## src/rtl/disp_timing_pkg.sv

```systemverilog
// Shared definitions for the display timing generator.
// Assumes a two-bit word select on the write port.
package disp_timing_pkg;

    typedef enum logic [1:0] {
        WORD_H_TOTAL = 2'd0,
        WORD_H_SYNC  = 2'd1,
        WORD_V_TOTAL = 2'd2,
        WORD_V_SYNC  = 2'd3
    } word_sel_e;

    localparam int NUM_WORDS = 4;

    // Drive a sync pin from its internal active flag and its phase bit.
    function automatic logic apply_phase(input logic active, input logic high_active);
        return high_active ? active : ~active;
    endfunction

endpackage

```

## src/rtl/disp_timing_regs.sv

```systemverilog
// Pending and live copies of the four timing words.
// Assumes load_i is high at a frame boundary or while timing is idle.
// A write and a load in the same cycle give the live copy the old pending value.
module disp_timing_regs #(
    parameter int CW = 12,
    localparam int DW = 2 * CW
) (
    input  logic          clk,
    input  logic          rst_n,
    input  logic          wr_en_i,
    input  logic [1:0]    wr_addr_i,
    input  logic [DW-1:0] wr_data_i,
    input  logic          load_i,
    output logic [DW-1:0] h_total_o,
    output logic [DW-1:0] h_sync_o,
    output logic [DW-1:0] v_total_o,
    output logic [DW-1:0] v_sync_o
);
    import disp_timing_pkg::*;

    logic [DW-1:0] pend_q [NUM_WORDS];
    logic [DW-1:0] live_q [NUM_WORDS];

    for (genvar i = 0; i < NUM_WORDS; i++) begin : g_word
        // Capture writes into the pending copy of word i.
        always_ff @(posedge clk) begin
            if (!rst_n)
                pend_q[i] <= '0;
            else if (wr_en_i && (wr_addr_i == 2'(i)))
                pend_q[i] <= wr_data_i;
        end

        // Move pending into live at a frame boundary.
        always_ff @(posedge clk) begin
            if (!rst_n)
                live_q[i] <= '0;
            else if (load_i)
                live_q[i] <= pend_q[i];
        end


        live_hold_chk: assert property (@(posedge clk) disable iff (!rst_n)
            !load_i |=> $stable(live_q[i]));
    end

    assign h_total_o = live_q[WORD_H_TOTAL];
    assign h_sync_o  = live_q[WORD_H_SYNC];
    assign v_total_o = live_q[WORD_V_TOTAL];
    assign v_sync_o  = live_q[WORD_V_SYNC];

endmodule

```

## src/rtl/disp_timing_axis.sv

```systemverilog
// One raster axis: a position counter and its window decodes.
// Assumes step_i marks an advance and run_i low forces the position to zero.
// Sync window is [ss, ss+sw); display window is [0, de].
module disp_timing_axis #(
    parameter int CW = 12
) (
    input  logic          clk,
    input  logic          rst_n,
    input  logic          run_i,
    input  logic          step_i,
    input  logic [CW-1:0] total_m1_i,
    input  logic [CW-1:0] de_m1_i,
    input  logic [CW-1:0] ss_m1_i,
    input  logic [CW-1:0] sw_i,
    output logic [CW-1:0] pos_o,
    output logic          last_o,
    output logic          in_disp_o,
    output logic          in_sync_o
);
    logic [CW-1:0] pos_q;
    logic [CW:0]   sync_end;

    // Advance, wrap or clear the position counter.
    always_ff @(posedge clk) begin
        if (!rst_n || !run_i)
            pos_q <= '0;
        else if (step_i)
            pos_q <= last_o ? '0 : pos_q + 1'b1;
    end

    // Decode the end of the axis and the two windows.
    always_comb begin
        sync_end  = {1'b0, ss_m1_i} + {1'b0, sw_i};
        last_o    = (pos_q == total_m1_i);
        in_disp_o = (pos_q <= de_m1_i);
        in_sync_o = ({1'b0, pos_q} >= {1'b0, ss_m1_i}) && ({1'b0, pos_q} < sync_end);
    end

    assign pos_o = pos_q;


    pos_bound_chk: assert property (@(posedge clk) disable iff (!rst_n)
        run_i |-> (pos_q <= total_m1_i));

    wrap_chk: assert property (@(posedge clk) disable iff (!rst_n)
        (run_i && step_i && last_o) |=> (pos_q == '0));

    hold_chk: assert property (@(posedge clk) disable iff (!rst_n)
        (run_i && !step_i) |=> (pos_q == '0 || $stable(pos_q)));

    idle_zero_chk: assert property (@(posedge clk) disable iff (!rst_n)
        !run_i |=> (pos_q == '0));

endmodule

```

## src/rtl/disp_timing_gen.sv

```systemverilog
// Display timing generator top: registers, two axes and the output stage.
// Assumes the live fields describe a raster whose sync windows fit the totals.
module disp_timing_gen #(
    parameter int CW = 12,
    localparam int DW = 2 * CW
) (
    input  logic          clk,
    input  logic          rst_n,
    input  logic          wr_en_i,
    input  logic [1:0]    wr_addr_i,
    input  logic [DW-1:0] wr_data_i,
    input  logic          timing_en_i,
    input  logic          hsync_pol_i,
    input  logic          vsync_pol_i,
    input  logic          plane_en_i,
    output logic          hsync_o,
    output logic          vsync_o,
    output logic          disp_active_o,
    output logic [CW-1:0] pix_x_o,
    output logic [CW-1:0] pix_y_o
);
    import disp_timing_pkg::*;

    logic [DW-1:0] h_total, h_sync, v_total, v_sync;
    logic          h_last, v_last, h_disp, v_disp, h_syn, v_syn;
    logic          frame_end, load;

    // Reload the live words at the frame end or while idle.
    assign frame_end = timing_en_i && h_last && v_last;
    assign load      = !timing_en_i || frame_end;

    disp_timing_regs #(.CW(CW)) u_regs (
        .clk       (clk),
        .rst_n     (rst_n),
        .wr_en_i   (wr_en_i),
        .wr_addr_i (wr_addr_i),
        .wr_data_i (wr_data_i),
        .load_i    (load),
        .h_total_o (h_total),
        .h_sync_o  (h_sync),
        .v_total_o (v_total),
        .v_sync_o  (v_sync)
    );

    disp_timing_axis #(.CW(CW)) u_h_axis (
        .clk        (clk),
        .rst_n      (rst_n),
        .run_i      (timing_en_i),
        .step_i     (1'b1),
        .total_m1_i (h_total[DW-1:CW]),
        .de_m1_i    (h_total[CW-1:0]),
        .ss_m1_i    (h_sync[CW-1:0]),
        .sw_i       (h_sync[DW-1:CW]),
        .pos_o      (pix_x_o),
        .last_o     (h_last),
        .in_disp_o  (h_disp),
        .in_sync_o  (h_syn)
    );

    disp_timing_axis #(.CW(CW)) u_v_axis (
        .clk        (clk),
        .rst_n      (rst_n),
        .run_i      (timing_en_i),
        .step_i     (h_last),
        .total_m1_i (v_total[DW-1:CW]),
        .de_m1_i    (v_total[CW-1:0]),
        .ss_m1_i    (v_sync[CW-1:0]),
        .sw_i       (v_sync[DW-1:CW]),
        .pos_o      (pix_y_o),
        .last_o     (v_last),
        .in_disp_o  (v_disp),
        .in_sync_o  (v_syn)
    );

    // Gate the windows by the enables and apply the sync phases.
    always_comb begin
        hsync_o       = apply_phase(timing_en_i && h_syn, hsync_pol_i);
        vsync_o       = apply_phase(timing_en_i && v_syn, vsync_pol_i);
        disp_active_o = timing_en_i && plane_en_i && h_disp && v_disp;
    end


    active_gate_chk: assert property (@(posedge clk) disable iff (!rst_n)
        disp_active_o |-> (plane_en_i && timing_en_i));

    idle_sync_chk: assert property (@(posedge clk) disable iff (!rst_n)
        !timing_en_i |-> (hsync_o == !hsync_pol_i && vsync_o == !vsync_pol_i));

    frame_wrap_chk: assert property (@(posedge clk) disable iff (!rst_n)
        frame_end |=> (pix_x_o == '0 && pix_y_o == '0));

endmodule

```

## config.mk

```make
export PLATFORM = sky130hd
export DESIGN_NAME = disp_timing_gen
export DESIGN_NICKNAME = d
export VERILOG_FILES = /design/src/rtl/disp_timing_pkg.sv /design/src/rtl/disp_timing_regs.sv /design/src/rtl/disp_timing_axis.sv /design/src/rtl/disp_timing_gen.sv
export SDC_FILE = /design/constraint.sdc
export NUM_CORES = 1
export LEC_CHECK = 0
export BUFFER_PORTS_ARGS = -buffer_cell sky130_fd_sc_hd__buf_2
export CAP_MARGIN = 20
export CORE_ASPECT_RATIO = 0.7
export CORE_MARGIN = 10
export CORE_UTILIZATION = 44
export DETAILED_ROUTE_END_ITERATION = 7
export SLEW_MARGIN = 10
export SYNTH_ARGS = -nofsm -noshare
export SYNTH_HDL_FRONTEND = slang
export SYNTH_SLANG_ARGS = --single-unit
```

## constraint.sdc

```tcl
create_clock -name clk -period 8.1 [get_ports clk]
set_input_delay 0.405 -clock clk [delete_from_list [all_inputs] [get_ports clk]]
set_output_delay 0.405 -clock clk [all_outputs]
set_load 0.005 [all_outputs]
```

==> metrics.md <==
| Metric | Value |
|---|---|
| Status | `finished clean` |
| Launching element type of the critical path | `flop` |
| Vias in the first global route | `6659` |
| Mean Syn Cell Area | `12.03 um^2` |
| CP startpoint | `u_regs.live_q[1][0]$_SDFFCE_PN0P_` |
| Critical Path Fanout Max | `3` |
| Number of remaining DRC errors | `0` |
| Clock transition at the registers of the reported paths | `0.06 ns` |
| Number of buffers inserted to repair setup after CTS | `0` |
| Chip width | `210.3 um` |
| Global-route wire length before repair | `39.56 mm` |
| Switching power as a share of total power | `0.2338` |
| Primary FF master, synth | `edfxtp_1` |
| Largest net degree at the start of global routing | `58` |
| Sort of element at the end of the critical path | `primary output` |
| Transition time at the pin with the least slew margin | `0.8257 ns` |
| Overall track demand over capacity in global routing | `0.1584` |
| Chip Height | `153.2 um` |
| Final hold slack | `0.2491 ns` |
| Switching power of the nets | `614.7 uW` |
| Number of pins exceeding their max-slew limit in the final report | `0` |
| Synth top area cells | `edfxtp_1 52%, and2_1 11%, ha_1 11%` |
| Crit path time final | `4.648 ns` |
| Yosys warning total | `0` |
| Antenna Diode Count | `0` |
| Share of synthesized area occupied by flip-flops and latches | `0.5601` |
| Vias/cell | `5.106` |
| Final number of hold-violating endpoints | `0` |
| Hold Crit Class | `input port to flop` |
| Power density normalized to cell area | `207.8 nW/um^2` |
| Reg-to-reg critical path startpoint | `u_h_axis.pos_o[4]$_SDFF_PP0_` |
| Routability cong. | `0.8010` |
| Maximum buffer depth of the clock tree | `3` |
| Relative contribution of combinational cells to total power | `0.092` |
| Clock share of power | `0.407` |
| Depth of the CTS H-tree | `1` |
| Overflow left after global routing | `0` |
| Worst Path Arrival | `4.24 ns` |
| Critical register-to-register path endpoint | `u_regs.live_q[3][19]$_SDFFCE_PN0P_` |
| TritonCTS Sinks | `216` |
| CTS tree | `yes` |
| Largest vdd supply drop | `0.1430 mV` |
| # IOs | `60` |
| Count of input and output buffers | `59` |
| Final antenna-violating net count | `0` |
| Initial core utilization | `0.4496` |
| Number of buffers created by CTS | `24` |
| Synthesized Nets | `1058` |
| Remaining max-slew budget at the tightest pin | `0.4495` |
| Share of synthesized flip-flops with an asynchronous set or reset | `0` |
| Number of enable flip-flop cells after synthesis | `192` |
| Sequential Power Share | `0.501` |
| Final number of setup-violating endpoints | `0` |
| Synth-to-Final Area Change | `13.45%` |
| Summed instance area of the synthesized netlist | `11150 um^2` |
| Number of cells on the worst reg-to-reg path | `6` |
| Routed wirelength normalized by instance count | `19.34 um` |
| Timing-limited maximum frequency | `0.2151 GHz` |
| Hold Crit Depth | `2` |
| Hold Buf Count CTS | `0` |
| Final setup skew | `0.01067 ns` |
| Unrepaired setup endpoints after global routing | `no` |
| Critical path data required time | `7.70 ns` |
| Worst reg2reg setup slack | `4.53 ns` |
| Number of detailed-routing iterations run before antenna repair | `4` |
| Launch instance of the worst min-delay path | `wr_data_i[16]` |
| Post-route fraction of the period consumed by the critical path | `0.5739` |
| Max-capacitance violation count | `0` |
| Initial antenna violation count | `4` |
| Hold worst-path end | `u_regs.pend_q[0][16]$_SDFFCE_PN0P_` |
| Area share of the leading cell type in the synthesized netlist | `0.5170` |
| Wirelength, routed | `25.97 mm` |
| Overall die area | `32210 um^2` |
| Resized Gates After CTS | `0` |
| DR vias | `6857` |
| Yosys top cell by area | `edfxtp_1` |
| Setup_tns | `0 ns` |
| FF+latch count, synth | `216` |
| Total number of placement rows | `48` |
| Clk Tree Root Cell | `clkbuf_16` |
| Detailed placement HPWL | `18.58 mm` |
| Path type of the worst setup path | `flop to primary output` |
| Total core area | `24800 um^2` |
| Detailed Route Iter0 Violations | `455` |
| Latest clock arrival within the worst-skew pair | `0.51 ns` |
| Internal power | `2014 uW` |
| Count of distinct cell types in the synthesized netlist | `52` |
| Net count, final | `1131` |
| Static leakage | `0.005193 uW` |
| Layout cell share with drive strength beyond 1 | `0.1198` |
| Synthesized instance count | `927` |
-- final cells by class --
class | instances | area [um^2]
Fill cell | 2194 | 12150
Sequential cell | 216 | 6246
Multi-Input combinational cell | 629 | 4593
Clock buffer | 27 | 633.1
Tap cell | 325 | 406.6
Timing Repair Buffer | 71 | 405.4
Inverter | 58 | 217.7
Clock inverter | 17 | 150.1
-- cell usage after synthesis (all sizes together), types with 2 or more instances --
cell,count
or3,2
a21o,14
nand4,24
o31ai,3
a221oi,2
edfxtp,192
or4,2
a31oi,4
inv,58
and3,8
o21a,7
buf,7
dfxtp,24
nand3,17
a21oi,30
nor2,50
a211oi,9
and2,192
fa,2
o21ai,27
nand2b,10
nand3b,3
xnor2,32
xor2,27
nand2,27
o311a,2
a21boi,3
or2,3
ha,96
o211ai,5
o31a,2
a2111oi,2
clkbuf,17
nor3,5
nor2b,7
-- through the flow --
step	total power (uW)	cell area [um^2]	std cells	util	worst slack [ns]
floorplan	1500	11150	927	-	3.538
CTS	2654	12620	1342	0.5090	3.395
detailed placement	1581	11840	1298	0.4774	3.967
finish	2629	12650	1343	0.5101	3.452
global placement	1578	11840	1298	0.4774	4.174
global route	2738	12650	1343	0.5101	3.103
-- cells in the final DEF, fill, tap and decap left out, types with 10 or more instances in the layout --
master / n
dfxtp_1: 24
o21ai_0: 23
and2_1: 192
xor2_1: 27
nor2_1: 50
a21oi_1: 30
buf_4: 11
nand2b_1: 10
nand2_1: 26
edfxtp_1: 192
a21o_1: 14
clkbuf_16: 25
nand3_1: 16
xnor2_1: 32
nand4_1: 24
buf_2: 59
inv_1: 58
ha_1: 96
-- power groups by stage --
stage	clock network [uW]	logic, uW	registers, uW
after floorplan	0	170	1330
after global placement	0	239	1340
after detailed placement	0	241	1340
after CTS	1090	243	1320
after global routing	1140	277	1320
final	1070	242	1320
-- kinds of logic (layout without fill, tap and decap cells) --
| family | count (synthesis) | after routing | share of synthesized area |
|---|---|---|---|
| AOI/OAI and AO/OA | 117 | 117 | 0.06889 |
| and+or+nand+nor | 354 | 354 | 0.1813 |
| DFF | 216 | 216 | 0.5601 |
| xor gates and xnor gates | 59 | 59 | 0.04634 |
| buffers and inverters | 82 | 173 | 0.03119 |
| adders and majority gates | 98 | 98 | 0.1113 |
| muxes | 1 | 1 | 0.0008976 |
-- critical path: stages, from the launching register on --
cell and delay (ns):
edfxtp_1 0.36, ha_1 0.19, inv_1 0.06, fa_1 0.41, nor2b_1 0.16, o31a_1 0.20
o211ai_1 0.16, a21oi_1 0.24, nor4_1 0.07, a311oi_1 0.27, ha_1 0.29, a2111oi_0 0.45
o21ai_0 0.15, a211oi_1 0.27, o311ai_1 0.16, xor2_1 0.16, buf_2 0.14
-- per-layer routing --
metal  track usage  wire length, um  vias to the layer above
li1              -                -                     3444
met1        0.2389            13410                     3262
met2        0.2296            10840                      124
met3       0.03473             1452                       25
met4       0.02374              254                        2
met5             0               13                        -
-- sequential cells by signal, indices dropped and copies added (netlist names) --
register / flops
u_h_axis.pos_o: 12
u_regs.pend_q: 96
u_v_axis.pos_o: 12
u_regs.live_q: 96
-- how the worst max path moves through the flow --
stage / endpoint / slack [ns] / cells after the start
6_report: hsync_o / 3.45 / 16
3_3_place_gp: hsync_o / 4.17 / 16
5_1_grt: hsync_o / 3.10 / 16
2_1_floorplan: u_regs.live_q[0][0]$_SDFFCE_PN0P_ / 3.54 / 6
4_1_cts: hsync_o / 3.40 / 16
3_5_place_dp: hsync_o / 3.97 / 16
Power figures use the tool's default switching activity.
